==> src/rtl/xlate_pkg.sv <==
package xlate_pkg;

  typedef enum logic [1:0] {
    W_IDLE  = 2'd0,
    W_ISSUE = 2'd1,
    W_WAIT  = 2'd2
  } walk_state_e;

endpackage

==> src/rtl/xlate_cam.sv <==
module xlate_cam #(
  parameter int PN_W  = 20,
  parameter int FN_W  = 20,
  parameter int N_ENT = 4
) (
  input  logic            clk,
  input  logic            rst_n,
  input  logic [PN_W-1:0] lk_pn,
  output logic            lk_hit,
  output logic [FN_W-1:0] lk_frame,
  input  logic            inv,
  input  logic            fill_en,
  input  logic [PN_W-1:0] fill_pn,
  input  logic [FN_W-1:0] fill_frame
);

  localparam int IDX_W = (N_ENT > 1) ? $clog2(N_ENT) : 1;

  logic [N_ENT-1:0] vld_q, vld_d;
  logic [N_ENT-1:0] match;
  logic [N_ENT-1:0] we;
  logic [FN_W-1:0]  frm_sel [N_ENT];
  logic [IDX_W-1:0] rr_q, rr_d;
  logic [IDX_W-1:0] victim;
  logic             any_free;

  // per-entry storage, tag compare and frame select
  for (genvar i = 0; i < N_ENT; i++) begin : g_ent
    logic [PN_W-1:0] tag_q;
    logic [FN_W-1:0] frm_q;
    always_ff @(posedge clk) begin
      if (we[i]) begin
        tag_q <= fill_pn;
        frm_q <= fill_frame;
      end
    end
    assign match[i]   = vld_q[i] && (tag_q == lk_pn);
    assign frm_sel[i] = match[i] ? frm_q : '0;
  end

  // a lookup in an invalidation cycle must not use old contents
  always_comb begin
    lk_hit   = (|match) && !inv;
    lk_frame = '0;
    for (int i = 0; i < N_ENT; i++) lk_frame = lk_frame | frm_sel[i];
  end

  // victim: lowest empty entry, else the round-robin pointer
  always_comb begin
    victim   = rr_q;
    any_free = 1'b0;
    for (int i = N_ENT - 1; i >= 0; i--) begin
      if (!vld_q[i]) begin
        victim   = IDX_W'(i);
        any_free = 1'b1;
      end
    end
    for (int i = 0; i < N_ENT; i++) we[i] = fill_en && !inv && (victim == IDX_W'(i));
  end

  always_comb begin
    vld_d = vld_q;
    rr_d  = rr_q;
    if (inv) begin
      vld_d = '0;
      rr_d  = '0;
    end else if (fill_en) begin
      vld_d = vld_q | we;
      if (!any_free) rr_d = (rr_q == IDX_W'(N_ENT - 1)) ? '0 : rr_q + 1'b1;
    end
  end

  always_ff @(posedge clk or negedge rst_n) begin
    if (!rst_n) begin
      vld_q <= '0;
      rr_q  <= '0;
    end else begin
      vld_q <= vld_d;
      rr_q  <= rr_d;
    end
  end

  // an invalidation leaves every entry empty at the next edge
  p_inv_empties_r7: assert property (@(posedge clk) disable iff (!rst_n)
    inv |=> (vld_q == '0));

  // a page is never held in two entries
  p_single_match_r5: assert property (@(posedge clk) disable iff (!rst_n)
    $onehot0(match));

  // the pointer only moves when a full cache takes a fill
  p_rr_still_r6: assert property (@(posedge clk) disable iff (!rst_n)
    (!inv && !(fill_en && (vld_q == '1))) |=> $stable(rr_q));

endmodule

==> src/rtl/xlate_walker.sv <==
module xlate_walker
  import xlate_pkg::*;
#(
  parameter int ADDR_W    = 32,
  parameter int OFF_W     = 12,
  parameter int PTE_SHIFT = 2
) (
  input  logic                  clk,
  input  logic                  rst_n,
  input  logic                  req_valid,
  output logic                  req_ready,
  input  logic [ADDR_W-1:0]     req_laddr,
  input  logic [ADDR_W-1:0]     ptbase,
  input  logic                  inv,
  input  logic                  lk_hit,
  input  logic [ADDR_W-OFF_W-1:0] lk_frame,
  output logic                  fill_en,
  output logic [ADDR_W-OFF_W-1:0] fill_pn,
  output logic [ADDR_W-OFF_W-1:0] fill_frame,
  output logic                  mem_req_valid,
  input  logic                  mem_req_ready,
  output logic [ADDR_W-1:0]     mem_req_addr,
  input  logic                  mem_rsp_valid,
  input  logic [ADDR_W-1:0]     mem_rsp_data,
  output logic                  done,
  output logic [ADDR_W-1:0]     done_paddr,
  output logic                  done_fault
);

  localparam int PN_W = ADDR_W - OFF_W;

  walk_state_e       state_q, state_d;
  logic [ADDR_W-1:0] addr_q;
  logic [PN_W-1:0]   pn_q;
  logic [OFF_W-1:0]  off_q;
  logic              stale_q, stale_d;
  logic              done_q, done_d;
  logic [ADDR_W-1:0] paddr_q, paddr_d;
  logic              fault_q, fault_d;
  logic              accept, cap_en, rsp_take;
  logic [PN_W-1:0]   req_pn;
  logic [ADDR_W-1:0] entry_addr;
  logic              unused_pte_bits;

  assign req_pn          = req_laddr[ADDR_W-1:OFF_W];
  assign entry_addr      = ptbase + (ADDR_W'(req_pn) << PTE_SHIFT);
  assign unused_pte_bits = ^mem_rsp_data[OFF_W-1:1];

  always_comb begin
    state_d       = state_q;
    req_ready     = (state_q == W_IDLE);
    accept        = req_ready && req_valid;
    cap_en        = 1'b0;
    mem_req_valid = 1'b0;
    rsp_take      = 1'b0;
    done_d        = 1'b0;
    paddr_d       = '0;
    fault_d       = 1'b0;
    case (state_q)
      W_IDLE: begin
        if (accept) begin
          if (lk_hit) begin
            done_d  = 1'b1;
            paddr_d = {lk_frame, req_laddr[OFF_W-1:0]};
          end else begin
            cap_en  = 1'b1;
            state_d = W_ISSUE;
          end
        end
      end
      W_ISSUE: begin
        mem_req_valid = 1'b1;
        if (mem_req_ready) state_d = W_WAIT;
      end
      W_WAIT: begin
        if (mem_rsp_valid) begin
          rsp_take = 1'b1;
          done_d   = 1'b1;
          state_d  = W_IDLE;
          if (mem_rsp_data[0]) paddr_d = {mem_rsp_data[ADDR_W-1:OFF_W], off_q};
          else                 fault_d = 1'b1;
        end
      end
      default: state_d = W_IDLE;
    endcase
  end

  // a walk that saw an invalidation must not fill the cache
  always_comb begin
    stale_d = stale_q;
    if (cap_en)                          stale_d = 1'b0;
    else if (inv && (state_q != W_IDLE)) stale_d = 1'b1;
  end

  assign fill_en      = rsp_take && mem_rsp_data[0] && !stale_q && !inv;
  assign fill_pn      = pn_q;
  assign fill_frame   = mem_rsp_data[ADDR_W-1:OFF_W];
  assign mem_req_addr = addr_q;
  assign done         = done_q;
  assign done_paddr   = paddr_q;
  assign done_fault   = fault_q;

  always_ff @(posedge clk or negedge rst_n) begin
    if (!rst_n) begin
      state_q <= W_IDLE;
      stale_q <= 1'b0;
      done_q  <= 1'b0;
      paddr_q <= '0;
      fault_q <= 1'b0;
    end else begin
      state_q <= state_d;
      stale_q <= stale_d;
      done_q  <= done_d;
      if (done_d) begin
        paddr_q <= paddr_d;
        fault_q <= fault_d;
      end
    end
  end

  always_ff @(posedge clk) begin
    if (cap_en) begin
      addr_q <= entry_addr;
      pn_q   <= req_pn;
      off_q  <= req_laddr[OFF_W-1:0];
    end
  end

  // a stalled table read keeps its request and address
  p_req_hold_r9: assert property (@(posedge clk) disable iff (!rst_n)
    (mem_req_valid && !mem_req_ready) |=> (mem_req_valid && $stable(mem_req_addr)));

  // a hit completes in the next cycle without a fault
  p_hit_next_r1: assert property (@(posedge clk) disable iff (!rst_n)
    (req_valid && req_ready && lk_hit) |=> (done && !done_fault));

  // a returned table word ends the walk in the next cycle
  p_walk_end_r2: assert property (@(posedge clk) disable iff (!rst_n)
    (mem_rsp_valid && !req_ready && !mem_req_valid) |=> done);

  // never ready for a new request while a read is pending
  p_busy_r8: assert property (@(posedge clk) disable iff (!rst_n)
    mem_req_valid |-> !req_ready);

  // a fault carries a zero address
  p_fault_zero_r4: assert property (@(posedge clk) disable iff (!rst_n)
    (done && done_fault) |-> (done_paddr == '0));

endmodule

==> src/rtl/lin2phys_xlate.sv <==
module lin2phys_xlate #(
  parameter int ADDR_W    = 32,
  parameter int OFF_W     = 12,
  parameter int N_ENT     = 4,
  parameter int PTE_SHIFT = 2
) (
  input  logic              clk,
  input  logic              rst_n,
  input  logic              req_valid,
  output logic              req_ready,
  input  logic [ADDR_W-1:0] req_laddr,
  input  logic [ADDR_W-1:0] ptbase,
  input  logic              ptbase_wr,
  input  logic              flush,
  output logic              done,
  output logic [ADDR_W-1:0] done_paddr,
  output logic              done_fault,
  output logic              mem_req_valid,
  input  logic              mem_req_ready,
  output logic [ADDR_W-1:0] mem_req_addr,
  input  logic              mem_rsp_valid,
  input  logic [ADDR_W-1:0] mem_rsp_data
);

  localparam int PN_W = ADDR_W - OFF_W;

  logic [1:0]      rst_sync_q;
  logic            rst_int_n;
  logic            inv;
  logic            lk_hit;
  logic [PN_W-1:0] lk_frame;
  logic            fill_en;
  logic [PN_W-1:0] fill_pn;
  logic [PN_W-1:0] fill_frame;

  // asynchronous assertion, synchronous release
  always_ff @(posedge clk or negedge rst_n) begin
    if (!rst_n) rst_sync_q <= '0;
    else        rst_sync_q <= {rst_sync_q[0], 1'b1};
  end
  assign rst_int_n = rst_sync_q[1];

  assign inv = flush || ptbase_wr;

  xlate_cam #(
    .PN_W  (PN_W),
    .FN_W  (PN_W),
    .N_ENT (N_ENT)
  ) u_cam (
    .clk        (clk),
    .rst_n      (rst_int_n),
    .lk_pn      (req_laddr[ADDR_W-1:OFF_W]),
    .lk_hit     (lk_hit),
    .lk_frame   (lk_frame),
    .inv        (inv),
    .fill_en    (fill_en),
    .fill_pn    (fill_pn),
    .fill_frame (fill_frame)
  );

  xlate_walker #(
    .ADDR_W    (ADDR_W),
    .OFF_W     (OFF_W),
    .PTE_SHIFT (PTE_SHIFT)
  ) u_walk (
    .clk           (clk),
    .rst_n         (rst_int_n),
    .req_valid     (req_valid),
    .req_ready     (req_ready),
    .req_laddr     (req_laddr),
    .ptbase        (ptbase),
    .inv           (inv),
    .lk_hit        (lk_hit),
    .lk_frame      (lk_frame),
    .fill_en       (fill_en),
    .fill_pn       (fill_pn),
    .fill_frame    (fill_frame),
    .mem_req_valid (mem_req_valid),
    .mem_req_ready (mem_req_ready),
    .mem_req_addr  (mem_req_addr),
    .mem_rsp_valid (mem_rsp_valid),
    .mem_rsp_data  (mem_rsp_data),
    .done          (done),
    .done_paddr    (done_paddr),
    .done_fault    (done_fault)
  );

endmodule

==> config.mk <==
export PLATFORM = sky130hd
export DESIGN_NAME = lin2phys_xlate
export DESIGN_NICKNAME = d
export VERILOG_FILES = /design/src/rtl/xlate_pkg.sv /design/src/rtl/xlate_cam.sv /design/src/rtl/xlate_walker.sv /design/src/rtl/lin2phys_xlate.sv
export SDC_FILE = /design/constraint.sdc
export NUM_CORES = 1
export LEC_CHECK = 0
export CAP_MARGIN = 20
export CORE_MARGIN = 10
export CORE_UTILIZATION = 58
export DETAILED_ROUTE_END_ITERATION = 10
export HOLD_SLACK_MARGIN = 0.05
export PLACE_DENSITY = 0.95
export SETUP_SLACK_MARGIN = 0.4
export SYNTH_ARGS = -nofsm -noshare
export SYNTH_HDL_FRONTEND = slang
export SYNTH_SLANG_ARGS = --single-unit
export TNS_END_PERCENT = 1
==> constraint.sdc <==
create_clock -name clk -period 2.7 [get_ports clk]
set_input_delay 0.81 -clock clk [delete_from_list [all_inputs] [get_ports clk]]
set_output_delay 0.81 -clock clk [all_outputs]
set_load 0.1 [all_outputs]
==> qor.yml, run 1 <==
seq_area_frac_synth_pct: 70.5
peakVddDrop_mv: 0.544
crit_fanout: 7
whs_ns: 0.346
worstMarginPinSlew_ns: 1.04
fin_tns_setup_ns: -0.0356
crit_type: "input port to flip-flop"
rows: 50
ctsHtreeMaxLevel: 1
power.leakage_nw: 6.00
nets: 1195
r2r_start: "u_cam.g_ent[3].tag_q[11]$_DFFE_PP_"
layout_common_cells: "224 x edfxtp_1, 181 x buf_4, 60 x clkdlybuf4s50_1, 52 x xnor2_1, 46 x nand2_1"
clockBufferDepth: 3
drt-initial-drc-count: 687
synth-seq-cells: 269
startpoint: "ptbase[17]"
syn_nets: 890
yosys_most_used_dff: "edfxtp_1"
synth_area_um2: 11100
endpoint_kind: "flip-flop"
clock-skew-final_ns: 0.0120
hold_viol_final: 0
core_area_um2: 18800
drive_above_1_share_pct: 33.0
synth_edf_count: 224
crit_family: "compound AO/OA/AOI/OAI gates"
track_usage_pct: 26.4
comb_power_share_pct: 34.3
p_seq_share_pct: 37.5
syn_inst: 765
rsz0062_at_grt: "true"
drc: 0
num_antenna_cells: 0
chipWidth_um: 159
max_slew_margin_pct: 31.0
slowest_stage: "clkdlybuf4s50_1"
rrSetupSlack_ns: 0.04
fin_util_pct: 83.3
die_h_um: 159
hold_path.class: "flip-flop to flip-flop"
grt_overflow: 0
post-route-min-period_ns: 2.73
areaGrowthSynthToFinish_pct: 40.8
status: "finished with violations"
async_flop_share_pct: 16.7
clkSlewWorstSetupHoldPaths_ns: 0.07
initial_core_util_pct: 59.2
start_kind: "input port"
dieArea_um2: 25200
pwr_density_cell_nw_per_um2: 927
antenna_found_initial: 0
fmax_ghz: 0.366
max_stage_delay_ns: 0.51
cpMostUsedCell: "nor2_1"
ys_types: 50
grt_max_degree: 44
worst_slack_ns: -0.0291
endpoint: "u_walk.mem_req_addr[22]$_DFFE_PP_"
gp_congestion: 0.889
route.vias.total: 8389
grt_pass1_vias: 8809
cts_tree: "built"
layout_commonest_cell: "edfxtp_1"
cts-buffers-inserted: 28
required_ns: 3.00
ant_nets: 0
finalCritPeriodShare_pct: 101
port_buffers: 159
drt_pre_antenna_iters: 6
post_drt_via_cell_ratio: 6.20
num_io_pins: 171
clk_latency_ns: 0.55
synth_warnings: 0
reg2reg_depth: 11
wl_per_cell_um: 25.7
cap_viol_max_count: 0
critPathBufInv: 1
r2r-end: "u_walk.done_paddr[13]$_DFFE_PN0P_"
dp_hpwl_mm: 19.9
root_buffer: "clkbuf_16"
grt_pass1_wl_mm: 50.7
pwr-share-clk_pct: 28.2
setup_viol: 2
cts.sinks: 269
switching_power_mw: 5.66
holdBufCountCts: 0
p_int_mw: 8.88
slew_viol_final: 0
synth_area_per_cell_um2: 14.6
drt_wl_total_mm: 34.8
crit_arrival_ns: 3.03
path_cells: "clkdlybuf4s50_1, ha_4, a21o_1, a21oi_2, nor2_1, nor2_1, nand2_1, o221a_4, o21a_1, o31a_1"
switching_share_pct: 38.9
failed_checks: "negative setup slack"
cp.depth: 10
==> synth_stat cells, types with 11 or more instances <==
master | number | area [um2]
ha_1 | 21 | 263
nand4_1 | 13 | 81.3
xor2_1 | 48 | 420
nand2_1 | 46 | 173
dfrtp_1 | 45 | 1130
nor4_1 | 12 | 75.1
inv_1 | 14 | 52.6
a21oi_1 | 39 | 195
nor2_1 | 24 | 90.1
nand3_1 | 13 | 65.1
edfxtp_1 | 224 | 6730
and3_1 | 34 | 213
o21ai_0 | 28 | 140
clkbuf_1 | 20 | 75.1
xnor2_1 | 56 | 490
a221o_1 | 11 | 110
a22oi_1 | 40 | 300
==> worst min path at each step <==
stage / endpoint / depth (start not counted) / startpoint
floorplan: rst_sync_q[1]$_DFF_PN0_ / 0 / rst_sync_q[0]$_DFF_PN0_
global placement: rst_sync_q[1]$_DFF_PN0_ / 0 / rst_sync_q[0]$_DFF_PN0_
detailed placement: rst_sync_q[1]$_DFF_PN0_ / 0 / rst_sync_q[0]$_DFF_PN0_
CTS: rst_sync_q[1]$_DFF_PN0_ / 0 / rst_sync_q[0]$_DFF_PN0_
global route: rst_sync_q[1]$_DFF_PN0_ / 0 / rst_sync_q[0]$_DFF_PN0_
finish: rst_sync_q[1]$_DFF_PN0_ / 0 / rst_sync_q[0]$_DFF_PN0_
==> registers in the layout, indices dropped and copies added (netlist names), 4 cells and up <==
name / cells
u_walk.done_paddr: 32
u_walk.fill_pn: 20
u_cam.vld_q: 4
u_cam.g_ent.frm_q: 80
u_walk.mem_req_addr: 32
u_walk.off_q: 12
u_cam.g_ent.tag_q: 80
==> routing by layer <==
layer | vias to the layer above | wire length [um] | global-route usage [%]
li1 | 3522 | - | -
met1 | 4133 | 12300 | 31.5
met2 | 599 | 17100 | 45.4
met3 | 135 | 3760 | 5.88
met4 | 0 | 1640 | 10.6
met5 | - | 0 | 0
==> logic make-up after synthesis <==
kind of cell               Yosys count  synth area share, %
xor gates and xnor gates           104                 8.18
AOI/OAI and AO/OA                  161                 9.55
other                                1               0.0337
and+or+nand+nor                    168                 7.76
muxes                                1               0.0899
DFF                                269                 70.5
adders and majority gates           22                 2.54
buffers and inverters               39                 1.37
==> power groups by stage <==
stage	registers, mW	clock network [mW]	logic (mW)
final	5.45	4.10	4.99
after global routing	5.51	4.30	5.12
after CTS	5.43	4.08	4.81
after detailed placement	5.49	0	4.61
after global placement	5.45	0	4.52
after floorplan	7.90	0	0.843
==> layout make-up <==
cell class                 instances  area (um2)
sequential                       269        7850
multi-input combinational        458        3780
fill                             850        3150
timing repair buffer             299        2690
clock buffer                      38         779
tap                              260         325
clock inverter                    14         194
inverter                          14        56.3
==> what timing repair did <==
action | CTS | global route
endpoints found under the setup margin | 195 | 275
pin swaps | 61 | 19
cloned | 3 | 2
setup buffers | 30 | 3
gates resized for setup | 189 | 24
==> metrics by stage <==
step | total power [mW] | instances | area (um2) | setup WS, ns
2_1_floorplan | 8.75 | 765 | 11200 | -0.625
3_3_place_gp | 9.97 | 1262 | 13800 | -1.10
3_5_place_dp | 10.1 | 1262 | 13800 | -1.16
4_1_cts | 14.3 | 1347 | 15500 | 0.141
5_1_grt | 14.9 | 1352 | 15700 | -0.0667
6_report | 14.5 | 1352 | 15700 | -0.0291
(Power assumes the default switching activity.)
==> inputs of run 2 (changes only) <==
ABC_CLOCK_PERIOD_IN_PS = 2700   (was default)
==> results of run 2 <==
The final DEF is identical to that of run 1; final timing and power are the same.
